$ cat src/rtl/res_port_pkg.sv
package res_port_pkg;
   typedef enum logic [1:0] {
      ST_IDLE = 2'd0,
      ST_WAIT = 2'd1,
      ST_SEND = 2'd2,
      ST_HOLD = 2'd3
   } port_state_e;
endpackage

$ cat src/rtl/sig_sync.sv
module sig_sync #(
   parameter int            W       = 1,
   parameter int            STAGES  = 2,
   parameter logic [W-1:0]  RST_VAL = '0
) (
   input  logic         clk,
   input  logic         rst_n,
   input  logic [W-1:0] d,
   output logic [W-1:0] q
);
   generate
      if (STAGES == 0) begin : g_bypass
         assign q = d;
      end else begin : g_chain
         logic [W-1:0] stg [STAGES];
         always_ff @(posedge clk or negedge rst_n) begin
            if (!rst_n) begin
               for (int i = 0; i < STAGES; i++) stg[i] <= RST_VAL;
            end else begin
               stg[0] <= d;
               for (int i = 1; i < STAGES; i++) stg[i] <= stg[i-1];
            end
         end
         assign q = stg[STAGES-1];
      end
   endgenerate
endmodule

$ cat src/rtl/byte_pacer.sv
module byte_pacer #(
   parameter int BYTE_CYC  = 40,
   parameter int VALID_CYC = 20,
   parameter int NBYTES    = 8,
   localparam int CNT_W    = (BYTE_CYC > 1) ? $clog2(BYTE_CYC) : 1,
   localparam int IDX_W    = (NBYTES > 1) ? $clog2(NBYTES) : 1
) (
   input  logic             clk,
   input  logic             rst_n,
   input  logic             start,
   input  logic             abort,
   output logic             busy,
   output logic             strobe,
   output logic             done,
   output logic [IDX_W-1:0] idx
);
   localparam int               LOW_CYC = BYTE_CYC - VALID_CYC;
   localparam logic [CNT_W-1:0] LOW_C   = CNT_W'(LOW_CYC);
   localparam logic [CNT_W-1:0] LAST_C  = CNT_W'(BYTE_CYC - 1);
   localparam logic [IDX_W-1:0] LAST_I  = IDX_W'(NBYTES - 1);

   logic [CNT_W-1:0] cnt;
   logic             at_end;

   assign at_end = (cnt == LAST_C);
   assign strobe = busy && (cnt >= LOW_C);
   assign done   = busy && at_end && (idx == LAST_I);

   always_ff @(posedge clk or negedge rst_n) begin
      if (!rst_n) begin
         busy <= 1'b0;
         cnt  <= '0;
         idx  <= '0;
      end else if (abort) begin
         busy <= 1'b0;
         cnt  <= '0;
         idx  <= '0;
      end else if (start) begin
         busy <= 1'b1;
         cnt  <= '0;
         idx  <= '0;
      end else if (busy) begin
         if (at_end) begin
            cnt <= '0;
            if (idx == LAST_I) busy <= 1'b0;
            else               idx  <= idx + IDX_W'(1);
         end else begin
            cnt <= cnt + CNT_W'(1);
         end
      end
   end
endmodule

$ cat src/rtl/word_lane_mux.sv
module word_lane_mux #(
   parameter int WORD_W  = 32,
   parameter int BUS_W   = 8,
   localparam int BPW    = WORD_W / BUS_W,
   localparam int NBYTES = 2 * BPW,
   localparam int IDX_W  = (NBYTES > 1) ? $clog2(NBYTES) : 1
) (
   input  logic [WORD_W-1:0] w_first,
   input  logic [WORD_W-1:0] w_second,
   input  logic [IDX_W-1:0]  idx,
   output logic [BUS_W-1:0]  lane_o
);
   logic [BUS_W-1:0] lanes [NBYTES];

   generate
      for (genvar g = 0; g < BPW; g++) begin : g_lane
         assign lanes[g]       = w_first [WORD_W-1-g*BUS_W -: BUS_W];
         assign lanes[BPW + g] = w_second[WORD_W-1-g*BUS_W -: BUS_W];
      end
   endgenerate

   assign lane_o = lanes[idx];
endmodule

$ cat src/rtl/res_byte_port.sv
module res_byte_port
   import res_port_pkg::*;
#(
   parameter int WORD_W      = 32,
   parameter int BUS_W       = 8,
   parameter int VALID_CYC   = 20,
   parameter int BYTE_CYC    = 40,
   parameter int SYNC_STAGES = 2
) (
   input  logic              clk,
   input  logic              rst_n,
   input  logic              az_n,
   input  logic              req_n,
   input  logic              cap_valid,
   input  logic [WORD_W-1:0] cap_time,
   input  logic [WORD_W-1:0] cap_integ,
   input  logic              oe_n,
   output logic              s1_o,
   output logic              s0_o,
   output logic              bus_oe_o,
   output logic [BUS_W-1:0]  data_o
);
   localparam int BPW    = WORD_W / BUS_W;
   localparam int NBYTES = 2 * BPW;
   localparam int IDX_W  = (NBYTES > 1) ? $clog2(NBYTES) : 1;

   generate
      if (WORD_W % BUS_W != 0) begin : g_bad_width
         $error("WORD_W must be a multiple of BUS_W");
      end
      if (VALID_CYC < 1 || VALID_CYC >= BYTE_CYC) begin : g_bad_timing
         $error("VALID_CYC must lie in 1..BYTE_CYC-1");
      end
      if (SYNC_STAGES < 0) begin : g_bad_sync
         $error("SYNC_STAGES must not be negative");
      end
   endgenerate

   port_state_e       state;
   logic [1:0]        raw_in, sync_q;
   logic              req_s, az_s, req_prev, req_fall, az_low;
   logic [WORD_W-1:0] time_q, integ_q;
   logic              p_start, p_busy, p_strobe, p_done;
   logic [IDX_W-1:0]  p_idx;
   logic [BUS_W-1:0]  lane;

   assign raw_in = {az_n, req_n};

   sig_sync #(.W(2), .STAGES(SYNC_STAGES), .RST_VAL(2'b11)) u_sync (
      .clk(clk), .rst_n(rst_n), .d(raw_in), .q(sync_q)
   );

   assign {az_s, req_s} = sync_q;
   assign az_low   = !az_s;
   assign req_fall = req_prev && !req_s;
   assign p_start  = (state == ST_WAIT) && cap_valid && !az_low;

   always_ff @(posedge clk or negedge rst_n) begin
      if (!rst_n) req_prev <= 1'b1;
      else        req_prev <= req_s;
   end

   always_ff @(posedge clk or negedge rst_n) begin
      if (!rst_n) begin
         state   <= ST_IDLE;
         time_q  <= '0;
         integ_q <= '0;
      end else if (az_low) begin
         state <= ST_HOLD;
      end else begin
         unique case (state)
            ST_IDLE: if (req_fall) state <= ST_WAIT;
            ST_WAIT: if (cap_valid) begin
               time_q  <= cap_time;
               integ_q <= cap_integ;
               state   <= ST_SEND;
            end
            ST_SEND: if (p_done) state <= ST_IDLE;
            ST_HOLD: state <= ST_IDLE;
            default: state <= ST_IDLE;
         endcase
      end
   end

   byte_pacer #(.BYTE_CYC(BYTE_CYC), .VALID_CYC(VALID_CYC), .NBYTES(NBYTES)) u_pacer (
      .clk(clk), .rst_n(rst_n), .start(p_start), .abort(az_low),
      .busy(p_busy), .strobe(p_strobe), .done(p_done), .idx(p_idx)
   );

   word_lane_mux #(.WORD_W(WORD_W), .BUS_W(BUS_W)) u_mux (
      .w_first(time_q), .w_second(integ_q), .idx(p_idx), .lane_o(lane)
   );

   assign s1_o     = (state == ST_SEND) || (state == ST_HOLD);
   assign s0_o     = (state == ST_SEND) && p_busy && p_strobe;
   assign bus_oe_o = !oe_n;
   assign data_o   = oe_n ? '0 : lane;
endmodule

$ cat config.mk
export PLATFORM = sky130hd
export DESIGN_NAME = res_byte_port
export DESIGN_NICKNAME = d
export VERILOG_FILES = /design/src/rtl/res_port_pkg.sv /design/src/rtl/sig_sync.sv /design/src/rtl/byte_pacer.sv /design/src/rtl/word_lane_mux.sv /design/src/rtl/res_byte_port.sv
export SDC_FILE = /design/constraint.sdc
export NUM_CORES = 1
export LEC_CHECK = 0
export ABC_AREA = 1
export BUFFER_PORTS_ARGS = -buffer_cell sky130_fd_sc_hd__buf_2
export CAP_MARGIN = 15
export CORE_AREA = 2 2 96 98
export CTS_CLUSTER_DIAMETER = 40
export DETAILED_ROUTE_END_ITERATION = 10
export DIE_AREA = 0 0 98 100
export GPL_TIMING_DRIVEN = 0
export PLACE_DENSITY = 0.67
export SLEW_MARGIN = 25
export SYNTH_ARGS = -nofsm -noshare
export SYNTH_HDL_FRONTEND = slang
export SYNTH_SLANG_ARGS = --single-unit
$ cat constraint.sdc
create_clock -name clk -period 3.7 [get_ports clk]
set_input_delay 0 -clock clk [delete_from_list [all_inputs] [get_ports clk]]
set_output_delay 0 -clock clk [all_outputs]
set_load 0.02 [all_outputs]
=== Word-level counts from Yosys, hierarchy flattened ===
Cells that the tools add are included.

* Eq/ne operators: 11
* $add $sub $neg: 2
* Magnitude comparators: 2
* Multiplexer cells: 23
* Reductions and logical operators: 15
* Bitwise operators: 1

{| class="wikitable"
|+ Operators with widths
! cell !! count
|-
| $bmux W8 S3 || 1
|-
| $mux W6 || 4
|-
| $mux W8 || 3
|-
| $mux W3 || 5
|-
| $ne A3 B3 Y1 const B || 4
|-
| $reduce_and A3 Y1 || 3
|-
| $logic_and A1 B1 Y1 || 8
|-
| $mux W2 || 4
|-
| $pmux W2 S4 || 1
|-
| $add A6 B1 Y6 const B || 1
|-
| $eq A6 B6 Y1 const B || 1
|-
| $ge A6 B5 Y1 const B || 1
|-
| $ne A3 B2 Y1 const B || 2
|-
| $mux W1 || 5
|-
| $eq A2 B2 Y1 const B || 2
|-
| $ge A4 B4 Y1 const B || 1
|-
| $not A3 Y4 || 1
|-
| $add A3 B1 Y3 const B || 1
|-
| $eq A3 B3 Y1 const B || 1
|-
| $eq A2 B1 Y1 const B || 1
|-
| $logic_not A1 Y1 || 2
|-
| $logic_not A2 Y1 || 1
|-
| $logic_or A1 B1 Y1 || 1
|}

* Logic and storage cells: 63
* Bits of input ports: 70
* Output and inout bits: 11
* Register bits: 81

=== Longest topological paths before layout ===
Gate-level depths: netlist (run 1).

* Depth after elaboration: 6
* Depth in mapped cells: 8
* Depth with buffers taken out: 8

=== Modules after synthesis ===
From an unflattened synthesis (run 1), not the netlist that was laid out.

* Cells, all modules: 616
* Area, all modules: 4,453.0 um^2

{| class="wikitable"
|+ By module, submodules not included
! module !! sequential area each (um^2) !! cells an instance !! instances !! area an instance (um^2)
|-
| res_byte_port || 1,677.9 || 318 || 1 || 2,790.2
|-
| word_lane_mux || 0.0 || 214 || 1 || 933.4
|-
| byte_pacer || 250.2 || 78 || 1 || 609.3
|-
| sig_sync || 105.1 || 6 || 1 || 120.1
|}

=== Least setup slack after synthesis (run 1) ===
No wires, ideal clock.

* Path type: reg2reg
* Start: reg u_sync.g_chain.stg (netlist bit u_sync.q[1])
* End: reg integ_q[0]
* Data arrival time: 1.191 ns
* Clock period less this slack: 1.317 ns
* Slack: 2.383 ns
* Data required time: 3.574 ns
* Path buffers: 3
* Library setup time: 0.126 ns
* Stages on the path, launching flop included: 7
* Cell sequence: dfstp_2 -> buf_2 -> nand3_4 -> inv_2 -> buf_6 -> buf_6 -> o21ai_0

* Word-level cells in the longest chain between the ends: 1

{| class="wikitable"
|+ Ends and longest elaborated chain
! element !! line !! source
|-
| start: declaration || sig_sync.sv:15 || <nowiki>logic [W-1:0] stg [STAGES];</nowiki>
|-
| $reduce_and A3 Y1 (no source line) || - ||
|-
| end signal: assignment || res_byte_port.sv:75 || <nowiki>integ_q <= cap_integ;</nowiki>
|-
| end: declaration || res_byte_port.sv:42 || <nowiki>logic [WORD_W-1:0] time_q, integ_q;</nowiki>
|}

Every way passes these cells.
A chain may end at the register's enable or synchronous reset.

=== Final worst setup path (run 1) ===
* Start: reg u_pacer.idx[1]
* End: out data_o[5]

* Word-level cells in the longest chain between the ends: 5

{| class="wikitable"
|+ Ends and longest elaborated chain
! element !! line !! source
|-
| start: declaration || byte_pacer.sv:15 || <nowiki>output logic [IDX_W-1:0] idx</nowiki>
|-
| start signal: assignment || byte_pacer.sv:46 || <nowiki>else idx <= idx + IDX_W'(1);</nowiki>
|-
| $not A3 Y4 (not written as such) || word_lane_mux.sv:22 || <nowiki>assign lane_o = lanes[idx];</nowiki>
|-
| $bmux W8 S3 || word_lane_mux.sv:22 ||
|-
| $mux W8 (not written as such) (2 in series) || word_lane_mux.sv:22 ||
|-
| $mux W8 || res_byte_port.sv:97 || <nowiki>assign data_o = oe_n ? '0 : lane;</nowiki>
|-
| end: declaration || res_byte_port.sv:21 || <nowiki>output logic [BUS_W-1:0] data_o</nowiki>
|}

Every way passes these cells. The select of a mux whose other input is x is not followed.

==> results of run 1 <==
[state kept, by name, summed over array words and instances (netlist names)]
| register | cells |
|---|---|
| u_sync.q | 2 |
| u_sync.g_chain.stg | 2 |
| state | 2 |
| u_pacer.cnt | 6 |
| integ_q | 32 |
| time_q | 32 |
| req_prev | 1 |
| u_pacer.idx | 3 |
| u_pacer.busy | 1 |
[metal layers]
layer  routed length [µm]  part of all wire
met3                  463             0.043
met1                 4880              0.45
met4                  184             0.017
met2                 5240              0.49
met5                    0                 0
[cell families (layout without fill, tap and decap cells)]
family | after synthesis | count (layout) | synth area share
xor gates and xnor gates | 1 | 1 | 0.00226
and+or+nand+nor | 235 | 235 | 0.247
buffers and inverters | 77 | 242 | 0.0881
AOI/OAI and AO/OA | 88 | 88 | 0.125
DFF | 81 | 81 | 0.525
adders and majority gates | 4 | 4 | 0.0129
[worst paths after layout]
path | endpoint | depth (start not counted)
max | data_o[5] | 7
min | integ_q[23] | 2
max reg2reg | integ_q[19] | 5
min reg2reg | u_sync.q[1] | 0
max in group asynchronous | req_prev | 3
min in group clk | u_sync.g_chain.stg[2] | 2
[timing repair]
item | in CTS | in global routing
hold endpoints to repair | 125 | 0
buffers inserted | 0 | 0
gates resized for setup | 0 | 0
hold buffers | 68 | 0
[area by class of cell]
type | count | area (µm²) | area share
repair buffers | 149 | 1110 | 0.210
clock inverters | 7 | 52.6 | 0.00991
inverters | 48 | 180 | 0.0340
multi-input cells | 328 | 1500 | 0.283
flip-flops and latches | 81 | 2030 | 0.384
clock buffers | 9 | 124 | 0.0234
plain buffers | 29 | 161 | 0.0304
well taps | 111 | 139 | 0.0262
[worst max-delay path, delay by kind of cell (launching register included)]
kind	cells	cell delay (ps)
DFF	1	360
AOI/OAI and AO/OA	1	240
and+or+nand+nor	3	330
buffers and inverters	3	740
[where the power goes]
group / switching (mW) / internal (mW)
Sequential: 0.0877 / 1.09
Combinational: 0.446 / 0.289
Clock: 0.344 / 0.250
[layout by cell type (no fill, tap or decap), types with 3 or more instances in the layout]
master	n
a21oi_1	19
buf_2	91
buf_6	5
clkbuf_1	12
clkbuf_8	9
dfrtp_1	76
dfstp_2	5
dlygate4sd3_1	68
ha_1	4
inv_1	45
inv_6	3
nand2_1	179
nand3_1	16
nand4_1	6
nor2_1	28
o211ai_1	16
o21ai_0	45
o21ai_1	6
==> metrics, run 1 <==
fraction of registers with async set/reset 1.00; number of library cell types mapped by synthesis 24; drt drc 0; die height 100 µm; Starting Density 0.436; syn avg cell area 7.97 µm²; Yosys top cell area share 0.491; die width 98 µm; reg2reg start u_sync.q[1]; gp weighted congestion 0.820; Final Util 0.596; layout cells sized above 1 0.195; antenna cells 0; pin count of the biggest net entering global routing 51; CP max FO 10; kind of critical path flip-flop to output pin; Data arrival, critical path 2010 ps; Post-synth EDFFs 0; dpl hpwl 7.22 mm; vias after detailed routing 3716; GRT Total Usage 0.233; io pins 81; max-cap violations 0; cell with the most instances after synthesis nand2_1; Cells after Synth 486; dpl cells 678; final instance area 5300 µm²; Final WS setup 1690 ps; crit share post-route 0.543; clock period minus worst slack 2010 ps; slew of the pin with the lowest slew margin 526 ps; antenna violations before repair 0; Peak supply drop 0.225 mV; Area contributors post-synth dfrtp_1 49%, nand2_1 17%, o21ai_0 5.8%; Setup TNS 0 ps; Site Rows 35; clk_lat worst skew 350 ps; CP cell instances buf_2, clkbuf_1, o211ai_1, nand2_1, nor2_1, nor2_1, buf_2; Pwr Density 473 nW/µm²; Total Wirelength 10.8 mm; TritonCTS clock tree built; FMAX 497 MHz; dpl ws 2020 ps; First DRT Iteration DRCs 229; Leakage Power 2.67 nW; synth warn 0; Yosys top cell by area dfrtp_1; vias in the first global route 3830; Slew HR 0.649; clock sinks 81; CP startpoint kind flip-flop; met3 global-route usage 0.0258; Overflow after GRT 0; vias per cell 4.88; Root Driver clkbuf_8; RSZ-0062 raised after global routing no; post-synth net total 560; final hold vios 0; synth cell count leaders 179 x nand2_1, 76 x dfrtp_1, 45 x inv_1, 45 x o21ai_0, 28 x nor2_1; sequential share of the synthesized area 0.525; Slowest cell on crit path clkbuf_1; area of placed instances 4440 µm²; Critical Path RT 3700 ps; fin cells 762; CTS Buf Count 9; total power 2.51 mW; first-pass GRT wire length 18.0 mm; Routed Antenna Nets 0; GR peak layer met2; ys flop type dfrtp_1; clock tree buffer depth 2; CP max stage delay 390 ps; run status finished clean; DR pass1 iterations 4; CP startpoint u_pacer.idx[1]; Synth Cell Area 3870 µm²; CTS H-tree lvls 3; WHS 135 ps; Final Max Slew Viols 0; crit end category output pin; final setup fails 0; full die area 9800 µm²; Clock Skews 10.9 ps; Core ar. 8890 µm²; GR Util met2 0.401; # fillers 807; final net count 720; classification of the worst-slack hold path input pin to async pin; M1 GR Usage 0.310; routed wire length per instance 14.1 µm; clk slew on worst S/H paths 90 ps; I/O Buffers 80; Layout area overhead 36.8%; post-synthesis register bit count 81; flop2flop setup slack 1990 ps
Power figures use the tool's default switching activity.
==> run 2: changes to the inputs <==
- clock period: 3.7 -> 2.1 ns (I/O delays scaled with it)
==> metrics, run 2 (synthesized netlist as in run 1, its figures left out) <==
Slowest cell on crit path dfrtp_1; First DRT Iteration DRCs 208; clock sinks 81; final setup fails 0; CP max FO 10; FMAX 502 MHz; Leakage Power 2.68 nW; crit share post-route 0.948; CP max stage delay 410 ps; Core ar. 8890 µm²; Clock Skews 11.0 ps; antenna violations before repair 0; Setup TNS 0 ps; vias in the first global route 3830; clk_lat worst skew 350 ps; GR Util met2 0.401; crit end category output pin; Layout area overhead 37.1%; dpl hpwl 7.22 mm; first-pass GRT wire length 18.0 mm; RSZ-0062 raised after global routing yes; full die area 9800 µm²; largest registers integ_q (32), time_q (32), u_pacer.cnt (6); Slew HR 0.658; io pins 81; vias per cell 4.88; I/O Buffers 80; classification of the worst-slack hold path input pin to async pin; fin cells 762; most frequent cells in the layout 179 x nand2_1, 89 x buf_2, 76 x dfrtp_1; total power 4.44 mW; CTS Buf Count 9; die height 100 µm; antenna cells 0; pin count of the biggest net entering global routing 51; slew of the pin with the lowest slew margin 513 ps; vias after detailed routing 3719; Data arrival, critical path 1990 ps; run status finished clean; kind of critical path flip-flop to output pin; Starting Density 0.436; Final Util 0.598; WP buf/inv 3; Root Driver clkbuf_8; TritonCTS clock tree built; GR peak layer met2; clk slew on worst S/H paths 90 ps; most common cell after layout, fill and taps aside nand2_1; Site Rows 35; Routed Antenna Nets 0; final instance area 5310 µm²; Final Max Slew Viols 0; final hold vios 0; Overflow after GRT 0; Pwr Density 835 nW/µm²; Total Wirelength 10.8 mm; Crit path top cell by count buf_2; GRT Total Usage 0.233; drt drc 0; CP startpoint kind flip-flop; CTS H-tree lvls 3; met3 global-route usage 0.0258; DR pass1 iterations 5; postcts setup bufs 0; die width 98 µm; Critical Path RT 2100 ps; max-cap violations 0; layout cells sized above 1 0.200; dpl cells 678; family with the most delay on the worst path buffers and inverters; routed wire length per instance 14.2 µm; final net count 720; CP cell instances buf_2, clkbuf_4, a21oi_1, o21ai_0, nand3_1, nand2_1, nor2_1, buf_2; clock period minus worst slack 1990 ps; gp weighted congestion 0.820; Peak supply drop 0.396 mV; clock tree buffer depth 2; M1 GR Usage 0.310; area of placed instances 4440 µm²
## run 2: cell count changes in the layout (fill, tap and decap cells not counted)
| cell | before | now |
|---|---|---|
| buf_2 | 91 | 89 |
| clkbuf_1 | 12 | 10 |
| clkbuf_2 | 0 | 2 |
| clkbuf_4 | 0 | 2 |
| a21oi_1 | 19 | 18 |
| a21oi_2 | 0 | 1 |
## run 2: metrics by stage
stage               hold slack (ps)  worst slack [ps]
finish                          134               110
global route                    181             -1.74
CTS                             139               138
detailed placement            -21.9               421
global placement                105               398
floorplan                      -296               783
## run 2: metal layers
layer / part of all wire / routed length (µm)
met1: 0.46 / 5000
met2: 0.49 / 5300
met3: 0.033 / 363
met4: 0.016 / 176
met5: 0 / 0
## run 2: report_power, final
group          internal, mW  switching (mW)
combinational         0.517           0.793
sequential             1.92           0.155
clock                 0.440           0.608
total                  2.88            1.56
## run 2: path summary, 6_finish.rpt
path                                    endpoint  slack (ps)  cells after the start             startpoint
hold reg to reg                      u_sync.q[1]         360                      0  u_sync.g_chain.stg[3]
max in group asynchronous               req_prev        1310                      3                  rst_n
min in group clk           u_sync.g_chain.stg[2]         290                      2                  req_n
setup reg to reg                     integ_q[19]         350                      5            u_sync.q[1]
setup / recovery                       data_o[4]         110                      8         u_pacer.idx[0]
hold / removal                       integ_q[23]         130                      2                  rst_n
## run 2: repair_timing
item	CTS	global route
resized for setup	0	7
hold endpoints to repair	125	0
hold buffers	68	0
endpoints found under the setup margin	0	5
## run 2: layout make-up
type / count / area [µm²]
Tap cell: 111 / 139
Buffer: 29 / 169
Clock buffer: 9 / 124
Inverter: 48 / 180
Fill cell: 803 / 3580
Timing Repair Buffer: 149 / 1110
Clock inverter: 7 / 52.6
Sequential cell: 81 / 2030
Multi-Input combinational cell: 328 / 1500
